[config.mk]
export PLATFORM = sky130hd
export DESIGN_NAME = octet_serializer
export DESIGN_NICKNAME = d
export VERILOG_FILES = /design/src/rtl/osr_pkg.sv /design/src/rtl/osr_lane_pick.sv /design/src/rtl/osr_shifter.sv /design/src/rtl/osr_ctrl.sv /design/src/rtl/octet_serializer.sv
export SDC_FILE = /design/constraint.sdc
export NUM_CORES = 1
export LEC_CHECK = 0
export BUFFER_PORTS_ARGS = -buffer_cell sky130_fd_sc_hd__buf_2
export CAP_MARGIN = 0
export CORE_AREA = 2 2 68 70
export DETAILED_ROUTE_END_ITERATION = 7
export DIE_AREA = 0 0 70 72
export PLACE_DENSITY = 0.84
export SLEW_MARGIN = 40
export SYNTH_ARGS = -nofsm -noshare
export SYNTH_HDL_FRONTEND = slang
export SYNTH_SLANG_ARGS = --single-unit
export TNS_END_PERCENT = 5
[constraint.sdc]
create_clock -name clk -period 4.07 [get_ports clk]
set_input_delay 0.2035 -clock clk [delete_from_list [all_inputs] [get_ports clk]]
set_output_delay 0.2035 -clock clk [all_outputs]
set_load 0.005 [all_outputs]
[src/rtl/osr_pkg.sv]
package osr_pkg;

   typedef enum logic [1:0] {
      ORD_NARROW     = 2'd0,
      ORD_LOW_FIRST  = 2'd1,
      ORD_HIGH_FIRST = 2'd2
   } lane_order_t;

   function automatic lane_order_t order_from_cfg(input logic word_mode, input logic hi_first);
      if (!word_mode)
         return ORD_NARROW;
      else if (hi_first)
         return ORD_HIGH_FIRST;
      else
         return ORD_LOW_FIRST;
   endfunction

endpackage

[src/rtl/osr_lane_pick.sv]
module osr_lane_pick
   import osr_pkg::*;
#(
   parameter int LANE_W = 8
) (
   input  logic [2*LANE_W-1:0] word,
   input  lane_order_t         order,
   input  logic                second,
   output logic [LANE_W-1:0]   octet
);
   localparam int NLANE = 2;

   logic [LANE_W-1:0] lane [NLANE];

   for (genvar g = 0; g < NLANE; g++) begin : g_lane
      assign lane[g] = word[g*LANE_W +: LANE_W];
   end

   always_comb begin
      case (order)
         ORD_NARROW:     octet = lane[0];
         ORD_HIGH_FIRST: octet = second ? lane[0] : lane[1];
         default:        octet = second ? lane[1] : lane[0];
      endcase
   end

endmodule

[src/rtl/osr_shifter.sv]
module osr_shifter #(
   parameter int LANE_W = 8
) (
   input  logic              clk,
   input  logic              rst_n,
   input  logic              load,
   input  logic [LANE_W-1:0] load_val,
   input  logic              run,
   output logic              ser,
   output logic              at_msb
);
   localparam int IDX_W = (LANE_W > 1) ? $clog2(LANE_W) : 1;
   localparam logic [IDX_W-1:0] IDX_TOP = IDX_W'(LANE_W - 1);

   logic [LANE_W-1:0] shreg;
   logic [IDX_W-1:0]  bidx;

   always_ff @(posedge clk) begin
      if (!rst_n) begin
         shreg <= '0;
         bidx  <= '0;
      end else if (load) begin
         shreg <= load_val;
         bidx  <= '0;
      end else if (run) begin
         shreg <= {1'b0, shreg[LANE_W-1:1]};
         bidx  <= bidx + 1'b1;
      end
   end

   assign ser    = shreg[0];
   assign at_msb = (bidx == IDX_TOP);

   a_r5_next_bit_up: assert property (@(posedge clk) disable iff (!rst_n)
      (run && !load && !at_msb) |=> (ser == $past(shreg[1])));

   a_r5_load_restarts: assert property (@(posedge clk) disable iff (!rst_n)
      load |=> (bidx == '0));

endmodule

[src/rtl/osr_ctrl.sv]
module osr_ctrl
   import osr_pkg::*;
#(
   parameter int CNT_W = 12
) (
   input  logic             clk,
   input  logic             rst_n,
   input  logic             in_valid,
   input  logic             cfg_word_mode,
   input  logic             cfg_hi_lane_first,
   input  logic [CNT_W-1:0] byte_total,
   input  logic             at_msb,
   output logic             in_ready,
   output logic             accept,
   output logic             busy,
   output logic             load_next,
   output lane_order_t      pick_order,
   output logic             pick_second,
   output logic             last
);
   localparam logic [CNT_W-1:0] ONE = CNT_W'(1);
   localparam logic [CNT_W-1:0] TWO = CNT_W'(2);

   logic             busy_q;
   logic             lane_q;
   logic             two_q;
   logic [CNT_W-1:0] left_q;
   lane_order_t      ord_q;

   logic             pkt_new;
   logic [CNT_W-1:0] tot_eff;
   logic [CNT_W-1:0] left_at;
   lane_order_t      ord_new;
   logic             byte_end;

   assign pkt_new  = (left_q == '0);
   assign tot_eff  = (byte_total == '0) ? ONE : byte_total;
   assign left_at  = pkt_new ? tot_eff : left_q;
   assign ord_new  = pkt_new ? order_from_cfg(cfg_word_mode, cfg_hi_lane_first) : ord_q;

   assign in_ready  = !busy_q;
   assign accept    = in_valid && !busy_q;
   assign byte_end  = busy_q && at_msb;
   assign load_next = byte_end && two_q && !lane_q;
   assign last      = byte_end && (left_q == ONE);
   assign busy      = busy_q;

   assign pick_order  = accept ? ord_new : ord_q;
   assign pick_second = !accept;

   always_ff @(posedge clk) begin
      if (!rst_n) begin
         busy_q <= 1'b0;
         lane_q <= 1'b0;
         two_q  <= 1'b0;
         left_q <= '0;
         ord_q  <= ORD_NARROW;
      end else if (accept) begin
         busy_q <= 1'b1;
         lane_q <= 1'b0;
         two_q  <= (ord_new != ORD_NARROW) && (left_at >= TWO);
         left_q <= left_at;
         ord_q  <= ord_new;
      end else if (byte_end) begin
         left_q <= left_q - ONE;
         if (two_q && !lane_q)
            lane_q <= 1'b1;
         else
            busy_q <= 1'b0;
      end
   end

   a_r9_order_held: assert property (@(posedge clk) disable iff (!rst_n)
      (left_q != '0) |=> $stable(ord_q));

   a_r7_narrow_one_lane: assert property (@(posedge clk) disable iff (!rst_n)
      (busy_q && ord_q == ORD_NARROW) |-> !two_q);

   a_r6_word_done_ready: assert property (@(posedge clk) disable iff (!rst_n)
      (byte_end && !load_next) |=> in_ready);

endmodule

[src/rtl/octet_serializer.sv]
module octet_serializer
   import osr_pkg::*;
#(
   parameter int LANE_W = 8,
   parameter int CNT_W  = 12
) (
   input  logic                clk,
   input  logic                rst_n,
   input  logic                cfg_word_mode,
   input  logic                cfg_hi_lane_first,
   input  logic [CNT_W-1:0]    byte_total,
   input  logic [2*LANE_W-1:0] in_data,
   input  logic                in_valid,
   output logic                in_ready,
   output logic                bit_out,
   output logic                bit_valid,
   output logic                bit_last
);
   localparam int WORD_W = 2 * LANE_W;

   initial begin : p_param_chk
      assert (LANE_W >= 2) else $fatal(1, "LANE_W must be at least 2");
      assert (CNT_W >= 2)  else $fatal(1, "CNT_W must be at least 2");
   end

   logic              accept;
   logic              busy;
   logic              load_next;
   logic              pick_second;
   logic              at_msb;
   logic              last;
   lane_order_t       pick_order;
   logic [WORD_W-1:0] word_q;
   logic [WORD_W-1:0] pick_src;
   logic [LANE_W-1:0] octet;

   always_ff @(posedge clk) begin
      if (!rst_n)
         word_q <= '0;
      else if (accept)
         word_q <= in_data;
   end

   assign pick_src = accept ? in_data : word_q;

   osr_ctrl #(.CNT_W(CNT_W)) u_ctrl (
      .clk               (clk),
      .rst_n             (rst_n),
      .in_valid          (in_valid),
      .cfg_word_mode     (cfg_word_mode),
      .cfg_hi_lane_first (cfg_hi_lane_first),
      .byte_total        (byte_total),
      .at_msb            (at_msb),
      .in_ready          (in_ready),
      .accept            (accept),
      .busy              (busy),
      .load_next         (load_next),
      .pick_order        (pick_order),
      .pick_second       (pick_second),
      .last              (last)
   );

   osr_lane_pick #(.LANE_W(LANE_W)) u_pick (
      .word   (pick_src),
      .order  (pick_order),
      .second (pick_second),
      .octet  (octet)
   );

   osr_shifter #(.LANE_W(LANE_W)) u_shift (
      .clk      (clk),
      .rst_n    (rst_n),
      .load     (accept || load_next),
      .load_val (octet),
      .run      (busy),
      .ser      (bit_out),
      .at_msb   (at_msb)
   );

   assign bit_valid = busy;
   assign bit_last  = last;

   a_r6_no_take_while_shifting: assert property (@(posedge clk) disable iff (!rst_n)
      bit_valid |-> !in_ready);

   a_r5_burst_follows_accept: assert property (@(posedge clk) disable iff (!rst_n)
      (in_valid && in_ready) |=> bit_valid);

   a_r8_last_is_valid: assert property (@(posedge clk) disable iff (!rst_n)
      bit_last |-> bit_valid);

   a_r8_last_ends_stream: assert property (@(posedge clk) disable iff (!rst_n)
      bit_last |=> (!bit_valid && in_ready));

endmodule

==> reports/qor.csv <==
stage;metric;value;unit
timing;worst_pin_slew;772;ps
synth;synth_flop_cell;dfxtp_1;
layout;nets;360;
run;maxCapViolCount;0;
synth;yosysWarnings;0;
synth;yosysTopAreaCell;dfxtp_1;
critical_path;required;4320;ps
cts;numClockSinks;44;
timing;slew_headroom;48.4;%
cts;root_buffer;clkbuf_8;
critical_path;r2r_start;u_ctrl.busy;
layout;drive_gt1_share;18.0;%
timing;finalSetupTns;0;ps
critical_path;timing.critical_path.cells;nand2b_1 > buf_4 > nor2_1 > nand2_1 > nor3_1 > a311o_1;
pwr;switching_power;377;µW
layout;multiInputGateArea;1470;µm²
cts;cts_made_buffers;5;
critical_path;cp_max_fo;21;
pwr;pwr-share-seq;41.9;%
timing;clock.fmax;431;MHz
synth;syn-cell-area;2480;µm²
grt;track_usage;25.6;%
cts;cts_setup_buffers;0;
synth;synth.top_cell.area_share;35.5;%
cts;clock_path_buffers;2;
synth;postSynth.asyncResetShare;0;%
routing;vias;2385;
pwr;switching_share;30.9;%
cts;cts_tree;done;
layout;stdcell_area;2770;µm²
grt;gr-total-overflow;0;
critical_path;cp_data_arrival_time;2570;ps
critical_path;critical_path_class;reg2reg;
critical_path;slowest_stage;nor2_1;
die;die_x;70;µm
layout;regArea;881;µm²
cts;post_cts_resized;0;
die;pin_count;37;
timing;hold_viol;0;
synth;yosysSeqAreaShare;35.5;%
critical_path;crit_path_end_kind;flip-flop;
pwr;share_comb_of_total_power;26.0;%
place;gp_congestion;0.809;
die;start_util;58.1;%
synth;yosysMostFrequentCell;nand2_1;
synth;synth_area_per_cell;8.35;µm²
timing;period_share;57.0;%
timing;drv_slew;0;
layout;area_growth;11.7;%
timing;skew;12.3;ps
place;dpl.hpwl;4400;µm
critical_path;critPathLaunchType;flip-flop;
worst_hold_path;hold_path.class;in2reg;
cts;hold_buffers;0;
critical_path;max_stage_delay;610;ps
grt;grt_max_degree;38;
routing;final_antenna_net_count;0;
timing;rsz0062_at_grt;false;
routing;via_per_inst;6.38;
pwr;vdd_drop_max;0.000259;V
pwr;leakagePower;0.00117;µW
synth;syn_nets;335;
synth;synth_cell_types;54;
grt;grt_pass1_vias;2275;
synth;syn_inst;297;
routing;wl_per_cell;16.6;µm
worst_hold_path;min_from;in_data[3];
die;die_area;5040;µm²
critical_path;critPathLaunch;u_ctrl.busy;
synth;synth_area_leaders;dfxtp_1 (36%), nand2_1 (7.4%), mux2i_1 (5.2%);
layout;antenna_cells;0;
routing;wl;6210;µm
synth;yosys_register_bits;44;
layout;fill_cells;365;
timing;finalSetupViolCount;0;
synth;synth-edff-count;0;
pwr;p_int;844;µW
die;core_area;4260;µm²
cts;htree_levels;2;
die;fp-row-count;24;
grt;antenna_found_initial;0;
run_status;outcome;finished, final reports clean;
die;die_h;72;µm
grt;grt_pass1_wl;10400;µm
place;numPortBuffers;36;
routing;first_pass_iters;6;
routing;drc;0;
pwr;cellPowerDensity;441;nW/µm²
cts;clk_pin_slew;90;ps
synth;netlist_top_cells_count;nand2_1 (49), dfxtp_1 (44), nor2_1 (18);
cts;clkLatencyLatePin;300;ps
routing;drtIter0Drc;217;
timing;period_needed;2320;ps
pwr;clkPwrFrac;32.1;%
place;postPlaceCellArea;2640;µm²
-- stage by stage --
step                      total power (µW)  std cells  setup slack [ps]  hold WS, ps  util [%]
after global routing                  1270        374              1580          156      64.9
after detailed placement               831        367              1810          460      61.9
after global placement                 823        367              1890          440      61.9
after CTS                             1220        374              1810          155      64.9
final                                 1220        374              1750          153      64.9
after floorplan                        767        297              2260          339         -
-- logic make-up (layout without fill, tap and decap cells) --
kind of cell | Yosys count | count (layout) | share of synthesized area (%)
flip-flops | 44 | 44 | 35.5
multiplexers | 15 | 15 | 6.16
XOR/XNOR | 2 | 2 | 0.707
AO/OA/AOI/OAI | 76 | 76 | 22.6
buffers and inverters | 27 | 52 | 5.15
AND/OR/NAND/NOR | 128 | 128 | 27.4
adder cells (fa/ha/maj) | 5 | 5 | 2.52
-- area by class of cell --
type | instances | share of cell area, %
multi-input cells | 226 | 53.2
flip-flops and latches | 44 | 31.8
repair buffers | 38 | 7.05
clock buffers | 5 | 2.49
well taps | 52 | 2.35
clock inverters | 2 | 2.17
inverters | 7 | 0.949
-- critical path: cells and delay by family, from the launching register on --
| family | cells | cell delay [ps] |
|---|---|---|
| compound gates | 1 | 150 |
| buf+inv | 1 | 300 |
| flops | 1 | 500 |
| simple gates | 4 | 1330 |
-- sequential cells by signal, indices dropped and copies added (netlist names) --
register       flops
word_q            16
u_ctrl.left_q     12
u_shift.shreg      8
u_shift.bidx       3
u_ctrl.ord_q       2
u_ctrl.busy        1
u_ctrl.lane_q      1
u_ctrl.two_q       1
-- power by group through the flow --
stage	Clock [µW]	Combinational [µW]	Sequential, µW
final	392	317	512
after global placement	0	305	519
after floorplan	0	261	506
after CTS	397	313	511
after global routing	409	348	517
after detailed placement	0	311	520
-- final timing paths --
path | depth (start not counted) | end | slack [ps]
max | 6 | u_shift.shreg[3] | 1750
min | 3 | word_q[3] | 150
max reg2reg | 6 | u_shift.shreg[3] | 1750
min reg2reg | 2 | word_q[6] | 470
-- layout by cell type, fill, tap and decap left out, types with 6 or more instances in the layout --
cell | synthesis | layout
a21boi_0 | 15 | 15
nand2_1 | 49 | 49
mux2i_1 | 13 | 13
a211o_1 | 7 | 7
a221oi_1 | 8 | 8
inv_1 | 7 | 7
nand3_1 | 6 | 6
o21ai_0 | 6 | 6
and3_1 | 6 | 6
nor3_1 | 11 | 11
a21oi_1 | 17 | 17
buf_2 | 3 | 36
nor2_1 | 18 | 18
dfxtp_1 | 44 | 44
-- routing by layer --
metal	part of all wire, %	track usage (%)
met5	0	0
met3	6.1	5.14
met4	1.3	10.9
met2	50	44.4
met1	43	31.2
(Power assumes the default switching activity.)
